### src/rtl/cg_enc_pkg.sv
package cg_enc_pkg;
  localparam int BYTE_W = 8;
  localparam int CODE_W = 10;
  localparam int X_W    = 5;
  localparam int Y_W    = 3;
  localparam logic [BYTE_W-1:0] COMMA_BYTE = 8'hBC;

  function automatic logic legal_ctrl(input logic [BYTE_W-1:0] b);
    logic [X_W-1:0] x;
    logic [Y_W-1:0] y;
    x = b[X_W-1:0];
    y = b[BYTE_W-1:X_W];
    legal_ctrl = (x == 5'd28) ||
                 ((y == 3'd7) && ((x == 5'd23) || (x == 5'd27) ||
                                  (x == 5'd29) || (x == 5'd30)));
  endfunction
endpackage

### src/rtl/cg_enc_6b.sv
module cg_enc_6b
  import cg_enc_pkg::*;
(
  input  logic [X_W-1:0] x_in,
  input  logic           k28_in,
  input  logic           rd_in,
  output logic [5:0]     code6,
  output logic           rd_mid
);
  logic [5:0] neg_col;
  logic       unbal;
  logic       flip_col;

  always_comb begin
    unique case (x_in)
      5'd0:  neg_col = 6'b100111;
      5'd1:  neg_col = 6'b011101;
      5'd2:  neg_col = 6'b101101;
      5'd3:  neg_col = 6'b110001;
      5'd4:  neg_col = 6'b110101;
      5'd5:  neg_col = 6'b101001;
      5'd6:  neg_col = 6'b011001;
      5'd7:  neg_col = 6'b111000;
      5'd8:  neg_col = 6'b111001;
      5'd9:  neg_col = 6'b100101;
      5'd10: neg_col = 6'b010101;
      5'd11: neg_col = 6'b110100;
      5'd12: neg_col = 6'b001101;
      5'd13: neg_col = 6'b101100;
      5'd14: neg_col = 6'b011100;
      5'd15: neg_col = 6'b010111;
      5'd16: neg_col = 6'b011011;
      5'd17: neg_col = 6'b100011;
      5'd18: neg_col = 6'b010011;
      5'd19: neg_col = 6'b110010;
      5'd20: neg_col = 6'b001011;
      5'd21: neg_col = 6'b101010;
      5'd22: neg_col = 6'b011010;
      5'd23: neg_col = 6'b111010;
      5'd24: neg_col = 6'b110011;
      5'd25: neg_col = 6'b100110;
      5'd26: neg_col = 6'b010110;
      5'd27: neg_col = 6'b110110;
      5'd28: neg_col = k28_in ? 6'b001111 : 6'b001110;
      5'd29: neg_col = 6'b101110;
      5'd30: neg_col = 6'b011110;
      default: neg_col = 6'b101011;
    endcase
  end

  always_comb begin
    unbal    = ($countones(neg_col) != 3);
    flip_col = rd_in && (unbal || (x_in == 5'd7));
    code6    = flip_col ? ~neg_col : neg_col;
    rd_mid   = rd_in ^ unbal;
  end
endmodule

### src/rtl/cg_enc_4b.sv
module cg_enc_4b
  import cg_enc_pkg::*;
(
  input  logic [Y_W-1:0] y_in,
  input  logic [X_W-1:0] x_in,
  input  logic           is_k,
  input  logic           rd_mid,
  output logic [3:0]     code4,
  output logic           rd_end
);
  logic       alt7;
  logic [3:0] neg_col;
  logic       unbal;
  logic       flip_col;

  always_comb begin
    alt7 = is_k ||
           (!rd_mid && ((x_in == 5'd17) || (x_in == 5'd18) || (x_in == 5'd20))) ||
           ( rd_mid && ((x_in == 5'd11) || (x_in == 5'd13) || (x_in == 5'd14)));
    if (is_k) begin
      unique case (y_in)
        3'd0: neg_col = 4'b1011;
        3'd1: neg_col = 4'b0110;
        3'd2: neg_col = 4'b1010;
        3'd3: neg_col = 4'b1100;
        3'd4: neg_col = 4'b1101;
        3'd5: neg_col = 4'b0101;
        3'd6: neg_col = 4'b1001;
        default: neg_col = 4'b0111;
      endcase
    end else begin
      unique case (y_in)
        3'd0: neg_col = 4'b1011;
        3'd1: neg_col = 4'b1001;
        3'd2: neg_col = 4'b0101;
        3'd3: neg_col = 4'b1100;
        3'd4: neg_col = 4'b1101;
        3'd5: neg_col = 4'b1010;
        3'd6: neg_col = 4'b0110;
        default: neg_col = alt7 ? 4'b0111 : 4'b1110;
      endcase
    end
  end

  always_comb begin
    unbal    = ($countones(neg_col) != 2);
    flip_col = rd_mid && (is_k || unbal || (y_in == 3'd3));
    code4    = flip_col ? ~neg_col : neg_col;
    rd_end   = rd_mid ^ unbal;
  end
endmodule

### src/rtl/cg_enc_lane.sv
module cg_enc_lane
  import cg_enc_pkg::*;
(
  input  logic              clk,
  input  logic              rst_n,
  input  logic              en,
  input  logic [BYTE_W-1:0] byte_in,
  input  logic              is_ctrl,
  input  logic              force_en,
  input  logic              force_val,
  output logic [CODE_W-1:0] code_q,
  output logic              rd_q,
  output logic              err_q
);
  logic              bad;
  logic [BYTE_W-1:0] eff_byte;
  logic              rd_start;
  logic              rd_mid;
  logic              rd_end;
  logic [5:0]        c6;
  logic [3:0]        c4;
  logic [CODE_W-1:0] code_d;
  logic              rd_d;
  logic              err_d;

  always_comb begin
    bad      = is_ctrl && !legal_ctrl(byte_in);
    eff_byte = bad ? COMMA_BYTE : byte_in;
    rd_start = force_en ? force_val : rd_q;
  end

  cg_enc_6b u_6b (
    .x_in   (eff_byte[X_W-1:0]),
    .k28_in (is_ctrl),
    .rd_in  (rd_start),
    .code6  (c6),
    .rd_mid (rd_mid)
  );

  cg_enc_4b u_4b (
    .y_in   (eff_byte[BYTE_W-1:X_W]),
    .x_in   (eff_byte[X_W-1:0]),
    .is_k   (is_ctrl),
    .rd_mid (rd_mid),
    .code4  (c4),
    .rd_end (rd_end)
  );

  always_comb begin
    code_d = code_q;
    rd_d   = rd_q;
    err_d  = err_q;
    if (en) begin
      code_d = {c6, c4};
      rd_d   = rd_end;
      err_d  = bad;
    end
  end

  always_ff @(posedge clk or negedge rst_n) begin
    if (!rst_n) begin
      code_q <= '0;
      rd_q   <= 1'b0;
      err_q  <= 1'b0;
    end else begin
      code_q <= code_d;
      rd_q   <= rd_d;
      err_q  <= err_d;
    end
  end
endmodule

### src/rtl/cg_encoder_bank.sv
module cg_encoder_bank
  import cg_enc_pkg::*;
#(
  parameter int NUM_LANES = 2
) (
  input  logic                        clk,
  input  logic                        rst_n,
  input  logic [NUM_LANES-1:0]        lane_en,
  input  logic [BYTE_W*NUM_LANES-1:0] lane_byte,
  input  logic [NUM_LANES-1:0]        lane_is_ctrl,
  input  logic [NUM_LANES-1:0]        rd_force,
  input  logic [NUM_LANES-1:0]        rd_force_val,
  output logic [CODE_W*NUM_LANES-1:0] code_out,
  output logic [NUM_LANES-1:0]        rd_out,
  output logic [NUM_LANES-1:0]        ctrl_err
);
  logic [1:0] rst_pipe;
  logic       rst_n_int;

  always_ff @(posedge clk or negedge rst_n) begin
    if (!rst_n) rst_pipe <= 2'b00;
    else        rst_pipe <= {rst_pipe[0], 1'b1};
  end
  assign rst_n_int = rst_pipe[1];

  for (genvar i = 0; i < NUM_LANES; i++) begin : g_lane
    cg_enc_lane u_lane (
      .clk       (clk),
      .rst_n     (rst_n_int),
      .en        (lane_en[i]),
      .byte_in   (lane_byte[BYTE_W*i +: BYTE_W]),
      .is_ctrl   (lane_is_ctrl[i]),
      .force_en  (rd_force[i]),
      .force_val (rd_force_val[i]),
      .code_q    (code_out[CODE_W*i +: CODE_W]),
      .rd_q      (rd_out[i]),
      .err_q     (ctrl_err[i])
    );
  end
endmodule

### config.mk
export PLATFORM = sky130hd
export DESIGN_NAME = cg_encoder_bank
export DESIGN_NICKNAME = d
export VERILOG_FILES = /design/src/rtl/cg_enc_pkg.sv /design/src/rtl/cg_enc_6b.sv /design/src/rtl/cg_enc_4b.sv /design/src/rtl/cg_enc_lane.sv /design/src/rtl/cg_encoder_bank.sv
export SDC_FILE = /design/constraint.sdc
export NUM_CORES = 1
export LEC_CHECK = 0
export BUFFER_PORTS_ARGS = -buffer_cell sky130_fd_sc_hd__buf_2
export CORE_UTILIZATION = 24
export DETAILED_ROUTE_END_ITERATION = 12
export HOLD_SLACK_MARGIN = 0.06
export MAX_ROUTING_LAYER = met4
export PLACE_DENSITY = 0.42
export SYNTH_ARGS = -nofsm -noshare
export SYNTH_HDL_FRONTEND = slang
export SYNTH_SLANG_ARGS = --single-unit
### constraint.sdc
create_clock -name clk -period 1.75 [get_ports clk]
set_input_delay 0.175 -clock clk [delete_from_list [all_inputs] [get_ports clk]]
set_output_delay 0.175 -clock clk [all_outputs]
set_load 0.01 [all_outputs]
==> results of run 1 <==
[cell families after synthesis]
logic type | synth area share (%)
other cells | 0.119
buf+inv | 8.48
fa+ha+maj | 7.76
simple gates | 24.7
mux | 4.67
compound gates | 27.8
xor+xnor | 5.82
flops | 20.6
[layer usage]
layer	part of all wire (%)	global-route usage, %	wire length (um)
met1	49	21.8	5310
met2	48	27.7	5270
met3	2.6	1.50	279
met4	0.35	1.60	38
met5	0	-	0
[worst max-delay path: cells and delay by family]
kind                       cells  cell delay [ns]
adders and majority gates      7             2.46
xor gates and xnor gates       1             0.18
AOI/OAI and AO/OA              7             1.37
and+or+nand+nor                8             1.62
buffers and inverters          3             0.20
[layout make-up]
class                      count  area (um^2)
multi-input combinational    319         2650
timing repair buffer         220         1690
clock buffer                   3         75.1
fill                        1294         7320
tap                          172          215
clock inverter                 1         30.0
inverter                      22         82.6
sequential                    26          651
[cell usage in the layout, fill, tap and decap left out, types with 4 or more instances in the layout]
master	count
nor2_2	4
or3_1	5
nor3_1	8
mux2i_1	4
buf_4	161
buf_12	4
o211ai_1	6
mux2_2	6
a21oi_2	5
a31oi_1	4
o21ai_0	22
nand3_1	7
nand4_1	6
o21ai_1	4
a21oi_1	22
nand2_1	23
nor3b_1	5
a211oi_1	5
nor2_1	28
xnor2_2	5
o221ai_1	4
xor2_1	7
ha_2	4
xnor2_1	4
fa_1	8
nand4b_1	4
inv_1	18
clkbuf_16	4
dfrtp_1	26
nor2b_1	8
buf_6	10
a221o_1	6
buf_2	39
[where the power goes]
group / switching [mW] / leakage, nW / internal [mW]
clock: 0.223 / 0.0511 / 0.456
combinational: 1.33 / 2.05 / 1.53
sequential: 0.157 / 0.305 / 0.842
total: 1.71 / 2.40 / 2.83
[sequential cells by signal, summed over array words and instances (netlist names)]
name	count
g_lane.u_lane.code_q	20
g_lane.u_lane.err_q	2
g_lane.u_lane.rd_q	2
rst_pipe	2
[stage by stage]
stage	utilization, %	cells
2_1_floorplan	-	407
3_3_place_gp	36.4	731
3_5_place_dp	36.4	731
4_1_cts	40.5	754
5_1_grt	42.4	763
6_report	42.4	763
[worst min-delay path by stage]
stage	to	from	depth (start not counted)
finish	rst_pipe[0]	rst_n	2
floorplan	rst_pipe[0]	rst_n	0
global route	rst_pipe[0]	rst_n	2
CTS	rst_pipe[0]	rst_n	2
detailed placement	rst_pipe[1]	rst_n	1
global placement	rst_pipe[1]	rst_n	1
[what timing repair did]
item                       CTS  global route
setup endpoints to repair   22            22
hold endpoints to repair     2             0
hold buffers                 1             0
buffers inserted            20             8
pin swaps                   37            25
gates resized for setup     48            39
gates cloned                 1             1
==> out/results.tsv, run 1 <==
metric	value	unit
vias	3642	
area share of the largest cell type after synthesis	20.6	%
TritonCTS buffer count	3	
area grow syn2layout	70.9	%
Synth Flop Type	dfrtp_1	
CP Launch Point	lane_byte[9]	
CTS clk-pin slew, worst paths	0.07	ns
Peak VDD IR	0.412	mV
count leader, synth	nor2_1	
cell taking the most area after synthesis	dfrtp_1	
Worst Slack Setup Final	-4.09	ns
ANT nets after route	0	
Commonest cells post-synth	33 x nor2_1, 28 x a21oi_1, 28 x o21ai_0	
Final Critical Period	5.84	ns
Syn Inst Count	407	
Worst R2R Start	g_lane[1].u_lane.rd_q	
via count of the first global-routing pass	3462	
GPL Wtd Cong	0.831	
RSZ-0062 raised after global routing	yes	
Core Region	12700	um^2
I/O Pins	50	
worst-path fanout max	6	
1st-iter DRT viols	99	
Worst slew margin	42.8	%
Die Y	117	um
Clk Latency, worst-skew pair	0.26	ns
Slew Limit Fails	0	
power density over the cells	841	nW/um^2
Post-synth EDFFs	0	
CTS tree	built	
Min-Delay Path Class	in -> async	
Mapped Nets	447	
Post-Syn Area	3160	um^2
Worst Tran Pin Value	0.847	ns
Cell variety after synth	76	
reg2reg end	g_lane[1].u_lane.code_q[3]	
CP Capture Point	g_lane[1].u_lane.code_q[3]	
HPWL Detailed	8200	um
largest net degree at the start of global routing	25	
outcome	finished with violations	
worst reg2reg path depth	14	
WHS	0.217	ns
DRT Pass-1 Iters	7	
R2R Setup Slk	-1.81	ns
cell mode on critical path	fa_1	
startpoint types	input pin	
Synthesis Warnings	0	
IO Port Bufs	49	
CP peak stage delay	0.51	ns
CTS root buf	clkbuf_16	
LEAKAGE	2.40	nW
Diodes inserted	0	
Critical Path RT	1.92	ns
Final setup viols	22	
total wire length	10900	um
Clock Tree Buf Depth	2	
Post-synth ARST share	100	%
Area after DPL	4640	um^2
PnR Total Power	4.54	mW
width of the die	117	um
clock skew	0.00481	ns
pre-CTS WS	-4.50	ns
clock sink count	26	
MaxCap Viol Count	0	
gr usage total	16.3	%
Via density	4.77	
die area	13600	um^2
initial antenna violation count	0	
Avg WL per Cell	14.3	um
Final TNS setup	-63.36	ns
slowest CP cell	fa_1	
register area share after synthesis	20.6	%
Final Hold Viols	0	
Seq cells post-synth	26	
first-pass GRT wire length	17200	um
fraction of layout cells with a size suffix above 1	51.8	%
Max Clk Rate	171	MHz
failing checks	setup timing	
gr ovfl total	0	
Crit. End Element	flip-flop	
fin area	5400	um^2
Max H-tree Level	1	
row count	41	
initial core utilization	24.8	%
leading post-synthesis cells by cell area	dfrtp_1 21%, fa_1 5.1%, a21oi_1 4.4%	
WP data arrival	6.01	ns
period utilization	334	%
critical path class	in -> reg	
nets	632	
syn avg cell area	7.76	um^2
DRC	0	
Note: power is estimated with default switching activity, not from simulation.
==> run 2: changes to the inputs <==
CORE_UTILIZATION = 40   (was 24)
PLACE_DENSITY = 0.62   (was 0.42)
TNS_END_PERCENT = 20   (was not set)
==> out/results.tsv, run 2 (synthesized netlist as in run 1, its figures left out) <==
metric	value	unit
startpoint types	input pin	
HPWL Detailed	7540	um
PnR Total Power	4.13	mW
CTS clk-pin slew, worst paths	0.10	ns
CTS tree	built	
Crit. End Element	flip-flop	
total wire length	11000	um
Clock power frac	12.4	%
most common cell after layout, fill and taps aside	buf_4	
Comb pwr share	63.9	%
MaxCap Viol Count	0	
via count of the first global-routing pass	3784	
cell mode on critical path	fa_1	
max reg flops	20	
worst-path fanout max	6	
Clk Latency, worst-skew pair	0.28	ns
1st-iter DRT viols	127	
WP data arrival	6.28	ns
TritonCTS buffer count	3	
most frequent cells in the layout	172 x buf_4, 42 x buf_2, 31 x nor2_1	
RSZ-0062 raised after global routing	yes	
WHS Path Cells	2	
Slew Limit Fails	0	
Final Core Density	64.4	%
Final setup viols	22	
gr usage total	27.8	%
Clock Tree Buf Depth	2	
Sw Ratio	39.9	%
clock sink count	26	
Avg WL per Cell	15.9	um
LEAKAGE	2.30	nW
initial core utilization	41.1	%
Critical Path RT	1.93	ns
Peak VDD IR	0.830	mV
Most flops, register	g_lane.u_lane.code_q	
slowest CP cell	or4_4	
WHS Endpoint	g_lane[1].u_lane.rd_q	
Worst Tran Pin Value	0.690	ns
power density over the cells	835	nW/um^2
I/O Pins	50	
ANT nets after route	0	
Min-Delay Path Class	in -> reg	
Worst slew margin	53.4	%
R2R Setup Slk	-2.00	ns
Via density	5.51	
Max Clk Rate	164	MHz
outcome	finished with violations	
vias	3817	
Final Hold Viols	0	
critical path class	in -> reg	
first-pass GRT wire length	18300	um
Final Critical Period	6.10	ns
kind of cell adding the most delay to the critical path	adder cells	
GPL Wtd Cong	0.861	
DRT Pass-1 Iters	4	
Die Y	90.9	um
width of the die	90.9	um
pre-CTS WS	-4.63	ns
Diodes inserted	0	
Psw	1.65	mW
failing checks	setup timing	
CTS root buf	clkbuf_8	
largest net degree at the start of global routing	25	
reg2reg end	g_lane[1].u_lane.code_q[3]	
crit path buf inv count	4	
initial antenna violation count	0	
area grow syn2layout	56.7	%
clock skew	0.00524	ns
min-delay src	lane_en[1]	
sequential power share	23.7	%
Max H-tree Level	1	
Worst Slack Setup Final	-4.35	ns
worst reg2reg path depth	14	
Worst R2R Start	g_lane[1].u_lane.rd_q	
IO Port Bufs	49	
row count	32	
period utilization	348	%
die area	8260	um^2
DRC	0	
CP peak stage delay	0.52	ns
nets	632	
Cell Int Power	2.48	mW
Core Region	7690	um^2
fraction of layout cells with a size suffix above 1	46.9	%
gr ovfl total	0	
## run 2: changes by cell type in the layout (fill, tap and decap cells not counted), moves of 4 or more
cell       delta
buf_4        +11
buf_6         -7
a21oi_1       +6
a21oi_2       -4
clkbuf_16     -4
## run 2: what timing repair did
item | CTS | global route
endpoints found under the hold margin | 2 | 0
setup endpoints to repair | 22 | 22
setup buffers | 28 | 4
hold buffers | 1 | 0
resized for setup | 35 | 11
pin swaps | 22 | 9
## run 2: per-layer routing
metal	wire [um]	up-vias	global-route usage (%)	share of wire (%)
met2	5460	125	47.5	50
met5	0	-	-	0
met4	380	0	11.0	3.4
met1	4650	1810	33.0	42
li1	-	1846	-	-
met3	527	36	3.96	4.8
## run 2: worst max-delay path by stage
stage / startpoint / end / slack, ns / cells after the start
2_1_floorplan: lane_byte[8] / g_lane[1].u_lane.code_q[3] / -4.26 / 26
3_3_place_gp: lane_byte[8] / g_lane[1].u_lane.code_q[3] / -4.40 / 26
3_5_place_dp: lane_byte[8] / g_lane[1].u_lane.code_q[1] / -4.63 / 26
4_1_cts: lane_byte[9] / g_lane[1].u_lane.code_q[3] / -4.09 / 26
5_1_grt: lane_byte[9] / g_lane[1].u_lane.code_q[3] / -4.48 / 27
6_report: lane_byte[9] / g_lane[1].u_lane.code_q[3] / -4.35 / 27
## run 2: per-stage QoR
step | hold slack (ns) | setup TNS [ns] | cells | area (um^2)
after floorplan | -0.121 | -67.87 | 407 | 3210
after global placement | -0.0402 | -73.31 | 656 | 4420
after global routing | 0.178 | -72.42 | 693 | 4950
after detailed placement | -0.0393 | -76.36 | 656 | 4420
final | 0.164 | -68.72 | 693 | 4950
after CTS | 0.160 | -66.70 | 689 | 4860
## run 2: area by class of cell
class / instances / area (um^2)
flip-flops and latches: 26 / 651
multi-input cells: 319 / 2430
clock buffers: 3 / 41.3
clock inverters: 1 / 30.0
inverters: 22 / 87.6
well taps: 102 / 128
repair buffers: 220 / 1590
fillers: 659 / 2740
## run 2: worst reg2reg max path: stages (launching register included)
cell and delay, ns:
dfrtp_1 0.41, mux2i_2 0.28, xnor2_2 0.13, or4_4 0.52, a211oi_4 0.27, nor2_2 0.08
fa_1 0.46, ha_2 0.20, ha_4 0.27, nor3b_4 0.22, o21ai_2 0.11, o21ai_2 0.20
nand2_1 0.09, o32a_1 0.32, o31ai_2 0.09
## run 2: power by group through the flow
stage	Sequential [mW]	Combinational [mW]	Clock [mW]
global placement	0.981	2.18	0
floorplan	1.08	1.23	0
detailed placement	0.985	2.24	0
global route	1.01	2.86	0.538
CTS	0.974	2.50	0.521
finish	0.978	2.64	0.512
